**config.mk**
```make
export PLATFORM = sky130hd
export DESIGN_NAME = sd_cmd_crc7_gen
export DESIGN_NICKNAME = d
export VERILOG_FILES = /design/src/rtl/sd_crc7_pkg.sv /design/src/rtl/sd_crc_word_shifter.sv /design/src/rtl/sd_crc_bit_counter.sv /design/src/rtl/sd_crc_lfsr.sv /design/src/rtl/sd_cmd_crc7_gen.sv
export SDC_FILE = /design/constraint.sdc
export NUM_CORES = 1
export LEC_CHECK = 0
export BUFFER_PORTS_ARGS = -buffer_cell sky130_fd_sc_hd__buf_2
export CAP_MARGIN = 30
export CORE_MARGIN = 2
export CORE_UTILIZATION = 30
export CTS_CLUSTER_DIAMETER = 150
export DETAILED_ROUTE_END_ITERATION = 12
export GPL_ROUTABILITY_DRIVEN = 0
export SLEW_MARGIN = 5
export SYNTH_ARGS = -nofsm -noshare
export SYNTH_HDL_FRONTEND = slang
export SYNTH_SLANG_ARGS = --single-unit
```
**constraint.sdc**
```tcl
create_clock -name clk -period 2.09 [get_ports clk]
set_input_delay 0.3135 -clock clk [delete_from_list [all_inputs] [get_ports clk]]
set_output_delay 0.3135 -clock clk [all_outputs]
set_load 0.02 [all_outputs]
```
**src/rtl/sd_crc7_pkg.sv**
```systemverilog
package sd_crc7_pkg;
  localparam int CMD_BITS    = 40;
  localparam int CHK_BITS    = 7;
  localparam logic [CHK_BITS-1:0] GEN_POLY = 7'h09;  // x^7 + x^3 + 1, x^7 implied
endpackage

```
**src/rtl/sd_crc_word_shifter.sv**
```systemverilog
module sd_crc_word_shifter #(
  parameter int DATA_W = 40
) (
  input  logic              clk,
  input  logic              rst,
  input  logic              capture,
  input  logic              advance,
  input  logic [DATA_W-1:0] word_in,
  output logic              head_bit
);
  logic [DATA_W-1:0] word_q;

  always_ff @(posedge clk) begin
    if (rst) begin
      word_q <= '0;
    end else if (capture) begin
      word_q <= word_in;
    end else if (advance) begin
      word_q <= {word_q[DATA_W-2:0], 1'b0};
    end
  end

  assign head_bit = word_q[DATA_W-1];
endmodule

```
**src/rtl/sd_crc_bit_counter.sv**
```systemverilog
module sd_crc_bit_counter #(
  parameter int DATA_W = 40,
  localparam int CNT_W = $clog2(DATA_W)
) (
  input  logic clk,
  input  logic rst,
  input  logic clear,
  input  logic advance,
  output logic last
);
  localparam logic [CNT_W-1:0] LAST_IDX = CNT_W'(DATA_W - 1);
  logic [CNT_W-1:0] cnt_q;

  always_ff @(posedge clk) begin
    if (rst || clear) begin
      cnt_q <= '0;
    end else if (advance && (cnt_q != LAST_IDX)) begin
      cnt_q <= cnt_q + 1'b1;
    end
  end

  assign last = (cnt_q == LAST_IDX);
endmodule

```
**src/rtl/sd_crc_lfsr.sv**
```systemverilog
module sd_crc_lfsr #(
  parameter int CRC_W = 7,
  parameter logic [CRC_W-1:0] POLY = 7'h09
) (
  input  logic             clk,
  input  logic             rst,
  input  logic             clear,
  input  logic             step,
  input  logic             data_bit,
  output logic [CRC_W-1:0] state,
  output logic [CRC_W-1:0] state_next
);
  logic [CRC_W-1:0] state_q;
  logic             fb;

  assign fb = state_q[CRC_W-1] ^ data_bit;

  for (genvar i = 0; i < CRC_W; i++) begin : g_tap
    if (i == 0) begin : g_low
      assign state_next[i] = POLY[i] & fb;
    end else begin : g_up
      assign state_next[i] = state_q[i-1] ^ (POLY[i] & fb);
    end
  end

  always_ff @(posedge clk) begin
    if (rst || clear) begin
      state_q <= '0;
    end else if (step) begin
      state_q <= state_next;
    end
  end

  assign state = state_q;
endmodule

```
**src/rtl/sd_cmd_crc7_gen.sv**
```systemverilog
module sd_cmd_crc7_gen
  import sd_crc7_pkg::*;
#(
  parameter int DATA_W = CMD_BITS,
  parameter int CRC_W  = CHK_BITS,
  parameter logic [CRC_W-1:0] POLY = GEN_POLY
) (
  input  logic              clk,
  input  logic              rst,
  input  logic              load_i,
  input  logic [DATA_W-1:0] cmd_word_i,
  output logic [CRC_W-1:0]  crc_o,
  output logic              crc_valid_o
);
  logic             busy_q;
  logic             head_bit;
  logic             last_bit;
  logic             step;
  logic [CRC_W-1:0] lfsr_state;
  logic [CRC_W-1:0] lfsr_next;

  assign step = busy_q && !load_i;

  sd_crc_word_shifter #(.DATA_W(DATA_W)) u_shift (
    .clk(clk), .rst(rst), .capture(load_i), .advance(step),
    .word_in(cmd_word_i), .head_bit(head_bit)
  );

  sd_crc_bit_counter #(.DATA_W(DATA_W)) u_cnt (
    .clk(clk), .rst(rst), .clear(load_i), .advance(step), .last(last_bit)
  );

  sd_crc_lfsr #(.CRC_W(CRC_W), .POLY(POLY)) u_lfsr (
    .clk(clk), .rst(rst), .clear(load_i), .step(step), .data_bit(head_bit),
    .state(lfsr_state), .state_next(lfsr_next)
  );

  always_ff @(posedge clk) begin
    if (rst) begin
      busy_q      <= 1'b0;
      crc_valid_o <= 1'b0;
      crc_o       <= '0;
    end else if (load_i) begin
      busy_q      <= 1'b1;
      crc_valid_o <= 1'b0;
    end else if (step && last_bit) begin
      busy_q      <= 1'b0;
      crc_valid_o <= 1'b1;
      crc_o       <= lfsr_next;
    end
  end
endmodule

```
---- After elaboration in Yosys (flattened, before gate mapping) ----
Index checks and enable logic that the tools add are counted.
operators by class
  add/subtract/negate cells ............... 1
  equal/unequal tests ..................... 2
  muxes and demuxes ....................... 4
  bitwise logic cells ..................... 3
  reductions and logical operators ........ 9
operators with widths
  kind                                           number
  two-way mux 40 bit                             2
  adder 6 x 1 -> 6 bit (second input constant)   1
  equality test 6 bit (second input constant)    1
  inequality test 6 bit (second input constant)  1
  nonzero test 2 bit                             2
  logical AND 1 bit                              3
  two-way mux 1 bit                              2
  AND reduction 2 bit                            1
  OR reduction 2 bit                             1
  XOR 1 bit                                      2
  logical NOT 1 bit                              1
  logical OR 1 bit                               1
  inverter 1 bit                                 1
word-level totals
  register bits ........................... 62
  logic and storage cells ................. 25

---- Depth between registers and ports, before layout ----
Gate-level depths: netlist of run 1.
  depth after elaboration ................. 5
  gate-level depth with buffers ........... 5

---- Modules after synthesis ----
A second synthesis of run 1 with hierarchy kept.
unflattened totals
  cells, all modules ...................... 282
  area, all modules ....................... 2875.3 um^2
by module, submodules not included
  module               instances  cells each  area each (um^2)  seq. area each (um^2)
  sd_crc_word_shifter  1          178         1849.3            800.8
  sd_cmd_crc7_gen      1          39          396.6             180.2
  sd_crc_lfsr          1          32          332.8             140.1
  sd_crc_bit_counter   1          33          296.5             120.1

---- Worst setup path before layout of run 1 ----
OpenSTA, ideal clock, no wires.
  kind .................................... flip-flop to flip-flop
  from .................................... register u_cnt.cnt_q[0]
  to ...................................... register crc_o[3]
  library setup time ...................... 0.067 ns
  arrival ................................. 1.427 ns
  required time ........................... 2.023 ns
  slack ................................... 0.596 ns
  stages on the path, launching flop included .. 5
  buffers on the path ..................... 0
  clock period less this slack ............ 1.494 ns
  cell sequence ........................... dfxtp_1 -> ha_1 -> nand4b_1 -> or4_4 -> o21ai_2
on the way
  longest elaborated chain between the ends .. 3
RTL lines
  element                               line                      source
  start: declaration                    sd_crc_bit_counter.sv:12  logic [CNT_W-1:0] cnt_q;
  start signal: assignment              sd_crc_bit_counter.sv:18  cnt_q <= cnt_q + 1'b1;
  equality test 6 bit                   sd_crc_bit_counter.sv:22  assign last = (cnt_q == LAST_IDX);
  logical AND 1 bit                     sd_cmd_crc7_gen.sv:46     end else if (step && last_bit) begin
  AND reduction 2 bit (no source line)  n/a
  end signal: assignment                sd_cmd_crc7_gen.sv:49     crc_o <= lfsr_next;
  end: declaration                      sd_cmd_crc7_gen.sv:12     output logic [CRC_W-1:0] crc_o,
No other way between the ends.
A chain may end at the register's enable or synchronous reset.

---- Worst setup path after layout of run 1 ----
Ends and elaborated chain as after synthesis.

==> results of run 1 <==
report_power, final:
part           internal (mW)  switching, mW  leakage, nW
clock                  0.471          0.417       0.0869
combinational          0.131          0.120        0.734
sequential              1.23         0.0288        0.508
total                   1.83          0.566         1.33
layout by cell type (no fill, tap or decap), types with 3 or more instances in the layout:
| cell type | instances |
|---|---|
| nand2_1 | 85 |
| dfxtp_1 | 61 |
| buf_2 | 50 |
| a21oi_1 | 49 |
| mux2_2 | 39 |
| clkbuf_8 | 11 |
| nor2_1 | 10 |
| o21ai_1 | 7 |
| mux2i_1 | 7 |
| nand3_1 | 6 |
| buf_4 | 3 |
logic make-up (layout without fill, tap and decap cells):
group | after synthesis | in the layout | share of synthesized area [%]
flops | 62 | 62 | 44.9
xor+xnor | 2 | 2 | 1.13
buf+inv | 26 | 69 | 4.07
simple gates | 115 | 115 | 18.1
mux | 46 | 46 | 18.4
compound gates | 67 | 67 | 13.0
fa+ha+maj | 1 | 1 | 0.452
synthesized netlist by cell type (all sizes together):
cell	number	area (sq um)
nand3b	1	7.51
and4b	1	10.0
and3b	1	8.76
o21a	1	7.51
buf	8	45.0
nor2	10	37.5
a31oi	2	12.5
inv	2	7.51
clkbuf	16	60.1
mux2i	7	70.1
nand3	6	30.0
or3b	1	8.76
nand2	85	319
nor3b	1	12.5
a311o	1	10.0
nand2b	2	12.5
o31ai	1	7.51
or2	1	6.26
a21oi	49	245
xnor3	1	22.5
dfxtp	62	1240
nand4	1	6.26
a22oi	1	7.51
o21ai	10	53.8
ha	1	12.5
xnor2	1	8.76
or3	2	12.5
nand4b	1	8.76
a211oi	2	15.0
or4	2	18.8
mux2	39	439
state kept, by name, indices dropped and copies added (netlist names):
signal	flops
u_cnt.cnt_q	6
crc_valid_o	1
u_lfsr.state	7
crc_o	7
u_shift.word_q	40
busy_q	1
worst paths after layout:
path / startpoint / end / slack (ps) / cells past startpoint
max: u_cnt.cnt_q[0]$_SDFFE_PP0P_ / crc_o[3]$_SDFFE_PP0P_ / 370 / 4
max reg2reg: u_cnt.cnt_q[0]$_SDFFE_PP0P_ / crc_o[3]$_SDFFE_PP0P_ / 370 / 4
min reg2reg: crc_valid_o$_SDFFE_PP0P_ / crc_valid_o$_SDFFE_PP0P_ / 460 / 1
min: cmd_word_i[33] / u_shift.word_q[33]$_SDFFE_PP0P_ / 230 / 3
worst register-to-register path, stage by stage (launching register included):
cell      delay (ps)
dfxtp_1          390
ha_1             260
nand4b_1         330
or4_4            590
o21ai_2           70
through the flow:
step | setup WS [ps] | area [sq um] | cells | hold slack, ps | power [mW]
4_1_cts | 376 | 3250 | 473 | 211 | 2.43
5_1_grt | 240 | 3250 | 473 | 221 | 2.53
2_1_floorplan | 596 | 2770 | 319 | 454 | 1.46
3_3_place_gp | 492 | 3090 | 460 | 460 | 1.54
3_5_place_dp | 397 | 3090 | 460 | 449 | 1.54
6_report | 366 | 3250 | 473 | 227 | 2.40
final cells by class:
cell class | count | area, sq um | area share (%)
Clock inverter | 2 | 10.0 | 0.308
Timing Repair Buffer | 54 | 293 | 9.00
Clock buffer | 11 | 151 | 4.65
Sequential cell | 62 | 1240 | 38.2
Tap cell | 111 | 139 | 4.27
Inverter | 2 | 7.51 | 0.231
Multi-Input combinational cell | 231 | 1410 | 43.4
routing by layer:
metal	track usage, %	up-vias	share of wire (%)
met5	0	-	0
met4	3.58	0	1.5
met3	5.50	7	7.2
met2	20.4	44	45
met1	14.2	966	46
li1	-	1171	-
==> impl_metrics.env, run 1 <==
export IMPL_cts_hold_fix_buffers=0
export IMPL_fin_setup_tns_ps=0
export IMPL_status="complete, no violations"
export IMPL_critPathLaunchType="flop"
export IMPL_critical_path_max_fanout=9
export IMPL_via_per_inst=4.63
export IMPL_drive_above_1_share_pct=30.4
export IMPL_slowest_stage="or4_4"
export IMPL_fillCellCount=959
export IMPL_grt_overflow=0
export IMPL_dieArea_sq_mm=0.0100
export IMPL_irDropWorstVdd_mv=0.424
export IMPL_yosysSeqAreaShare_pct=44.9
export IMPL_drt_wirelength_per_cell_um=11.9
export IMPL_cts_max_level=3
export IMPL_clkSinkCount=62
export IMPL_p_leak_nw=1.33
export IMPL_final_nets=404
export IMPL_core_area_sq_mm=0.00911
export IMPL_first_iter_violations=108
export IMPL_grt_start_max_net_pins=43
export IMPL_synth_warnings=0
export IMPL_cpLargestDelayFamily="simple AND/OR/NAND/NOR gates"
export IMPL_grt_usage_pct=12.2
export IMPL_period_needed_ps=1720
export IMPL_portBuffers=50
export IMPL_cp_required_ps=2350
export IMPL_totalWireLength_um=5630
export IMPL_cts_inserted_buffers=9
export IMPL_cts_buffer_depth=2
export IMPL_worst_pin_slew_ps=542
export IMPL_hp_class="in2reg"
export IMPL_cp_arrival_ps=1980
export IMPL_ios=51
export IMPL_drtAntennaViolNets=0
export IMPL_min_period_over_period_pct=82.5
export IMPL_endpoint_kind="flop"
export IMPL_hold_violations=0
export IMPL_clk_pin_slew_ps=70
export IMPL_p_per_area_mw_per_mm2=737
export IMPL_antenna_found_initial=0
export IMPL_slew_viol_final=0
export IMPL_crit_buf_inv=0
export IMPL_drc=0
export IMPL_post_cts_setup_buffers=0
export IMPL_setup_violations=0
export IMPL_drv_cap=0
export IMPL_antenna_cells=0
export IMPL_crit_chain="ha_1 -> nand4b_1 -> or4_4 -> o21ai_2"
export IMPL_relSlewSlack_pct=63.9
export IMPL_syn_num_nets=363
export IMPL_cts_resized=0
export IMPL_synth_seq_cells=62
export IMPL_area_delta_synth_final_pct=17.7
export IMPL_die_x_um=100
export IMPL_vias=2188
export IMPL_grt_pass1_wl_um=9840
export IMPL_dieHeight_um=100
export IMPL_syn_area_per_cell_sq_um=8.67
export IMPL_num_rows=35
export IMPL_cts_root_buf="clkbuf_8"
export IMPL_hpwlAfterDp_um=3800
export IMPL_synthCells=319
export IMPL_final_util_pct=35.7
export IMPL_grt_setup_unrepaired="false"
export IMPL_finClkSkew_ps=4.90
export IMPL_cts_tree="built"
export IMPL_clock_fmax_mhz=580
export IMPL_synth_cell_types=36
export IMPL_initial_utilization_pct=30.4
export IMPL_slowest_delay_ps=590
export IMPL_syn_cell_area_sq_mm=0.00277
export IMPL_criticalPathCategory="reg2reg"
export IMPL_clk_latency_ps=330
export IMPL_dr_pass1_iters=4
export IMPL_grt_pass1_vias=2228
Note: power is estimated with default switching activity, not from simulation.
==> inputs of run 2 (changes only) <==
==> constraint.sdc (replaced) <==
create_clock -name clk -period 1.8 [get_ports clk]
set_input_delay 0.27 -clock clk [delete_from_list [all_inputs] [get_ports clk]]
set_output_delay 0.27 -clock clk [all_outputs]
set_load 0.02 [all_outputs]
==> run 2 against run 1 <==
Net effect: global-route usage is 0.62 points higher; critical path depth is 1 higher; critical endpoint is now crc_o[0]$_SDFFE_PP0P_; core utilization is 0.78 points higher; combinational power is 21% higher; non-clock buffer count is 3 higher; power is 25% higher; hold slack worse by 65 ps.
==> impl_metrics.env, run 2 (same netlist as run 1, synthesis figures left out) <==
export IMPL_hpwlAfterDp_um=4000
export IMPL_final_seq_area_sq_mm=0.00124
export IMPL_endpoint_kind="flop"
export IMPL_p_leak_nw=1.36
export IMPL_clock_fmax_mhz=675
export IMPL_hp_class="in2reg"
export IMPL_setup_violations=0
export IMPL_status="complete, no violations"
export IMPL_final_area_sq_mm=0.00333
export IMPL_regMostFlops="u_shift.word_q"
export IMPL_post_cts_setup_buffers=0
export IMPL_cpLargestDelayFamily="flip-flops"
export IMPL_first_iter_violations=122
export IMPL_hold_violations=0
export IMPL_worst_pin_slew_ps=572
export IMPL_critical_path_max_fanout=7
export IMPL_pre_cts_ws_ps=346
export IMPL_drv_cap=0
export IMPL_initial_utilization_pct=30.4
export IMPL_grt_pass1_vias=2258
export IMPL_critPathLaunchType="flop"
export IMPL_core_area_sq_mm=0.00911
export IMPL_cp_required_ps=2020
export IMPL_vias=2282
export IMPL_ios=51
export IMPL_cts_max_level=3
export IMPL_totalWireLength_um=5990
export IMPL_via_per_inst=4.76
export IMPL_power_mw=2.99
export IMPL_drt_wirelength_per_cell_um=12.5
export IMPL_final_nets=407
export IMPL_cts_root_buf="clkbuf_8"
export IMPL_cts_inserted_buffers=9
export IMPL_drc=0
export IMPL_dpl_instance_area_sq_mm=0.00313
export IMPL_num_rows=35
export IMPL_p_per_area_mw_per_mm2=898
export IMPL_p_sw_mw=0.760
export IMPL_cp_arrival_ps=1700
export IMPL_area_delta_synth_final_pct=20.3
export IMPL_slowest_delay_ps=400
export IMPL_fin_setup_tns_ps=0
export IMPL_slowest_stage="dfxtp_1"
export IMPL_period_needed_ps=1480
export IMPL_cts_buffer_depth=2
export IMPL_antenna_found_initial=0
export IMPL_dieArea_sq_mm=0.0100
export IMPL_p_sw_share_pct=25.4
export IMPL_drive_above_1_share_pct=31.5
export IMPL_layout_common_cells="nand2_1, dfxtp_1, buf_2, a21oi_1, mux2_2"
export IMPL_setup_slack_ps=318
export IMPL_grt_usage_pct=12.9
export IMPL_portBuffers=50
export IMPL_finClkSkew_ps=8.38
export IMPL_cts_tree="built"
export IMPL_min_period_over_period_pct=82.4
export IMPL_dr_pass1_iters=4
export IMPL_irDropWorstVdd_mv=0.422
export IMPL_crit_chain="ha_1 -> nand4b_1 -> buf_4 -> nor2_1 -> a211oi_1"
export IMPL_clk_pin_slew_ps=80
export IMPL_multi_input_area_sq_mm=0.00141
export IMPL_clk_latency_ps=350
export IMPL_die_x_um=100
export IMPL_p_comb_share_pct=10.1
export IMPL_criticalPathCategory="reg2reg"
export IMPL_largest_reg_flops=40
export IMPL_relSlewSlack_pct=61.9
export IMPL_cts_resized=0
export IMPL_clock_power_share_pct=41.0
export IMPL_clkSinkCount=62
export IMPL_final_common_cell="nand2_1"
export IMPL_p_int_mw=2.23
export IMPL_grt_pass1_wl_um=10200
export IMPL_cts_hold_fix_buffers=0
export IMPL_dieHeight_um=100
export IMPL_fillCellCount=962
export IMPL_grt_start_max_net_pins=48
export IMPL_crit_buf_inv=1
export IMPL_pwr_share_seq_pct=48.9
export IMPL_antenna_cells=0
export IMPL_slew_viol_final=0
export IMPL_grt_setup_unrepaired="false"
export IMPL_grt_overflow=0
export IMPL_drtAntennaViolNets=0
==> run 2: cell count changes in the layout (fill, tap and decap cells not counted), sizes merged <==
cell | before | now
inv | 2 | 3
clkbuf | 11 | 9
bufinv | 0 | 1
clkinvlp | 0 | 1
clkinv | 2 | 4
buf | 54 | 57
==> run 2: area by class of cell <==
type	instances	share of cell area, %
clock buffers	9	3.72
clock inverters	7	2.22
inverters	2	0.226
multi-input cells	231	42.4
flip-flops and latches	62	37.4
well taps	111	4.18
repair buffers	57	9.86
==> run 2: per-stage QoR <==
step                std cells  util [%]  hold slack (ps)
finish                    479      36.5              162
global route              479      36.5              156
CTS                       479      36.5              147
detailed placement        463      34.3              468
global placement          463      34.3              466
floorplan                 319         -              415
==> run 2: tightest hold or removal path: stages <==
cell and delay (ps):
buf_2 100, nand2_1 50, a21oi_1 50
==> run 2: final timing paths <==
check	startpoint	slack, ps	cells after the start	end
worst max register to register	u_cnt.cnt_q[0]$_SDFFE_PP0P_	320	5	crc_o[0]$_SDFFE_PP0P_
worst min-delay path	cmd_word_i[31]	160	3	u_shift.word_q[31]$_SDFFE_PP0P_
worst min register to register	crc_o[3]$_SDFFE_PP0P_	480	2	crc_o[3]$_SDFFE_PP0P_
worst max-delay path	u_cnt.cnt_q[0]$_SDFFE_PP0P_	320	5	crc_o[0]$_SDFFE_PP0P_
==> run 2: layer usage <==
metal  part of all wire, %  track usage [%]  wire length (um)  vias up
met5                     0                0                 0        -
met4                  0.77             4.11                46        0
met1                    48             15.9              2850     1051
li1                      -                -                 -     1178
met3                   4.7             4.39               282        7
met2                    47             21.1              2800       46
==> run 2: power groups by stage <==
| stage | Combinational (mW) | Clock [mW] | Sequential [mW] |
|---|---|---|---|
| floorplan | 0.220 | 0 | 1.48 |
| detailed placement | 0.306 | 0 | 1.49 |
| global route | 0.341 | 1.32 | 1.47 |
| finish | 0.303 | 1.22 | 1.46 |
| global placement | 0.301 | 0 | 1.49 |
| CTS | 0.307 | 1.26 | 1.46 |
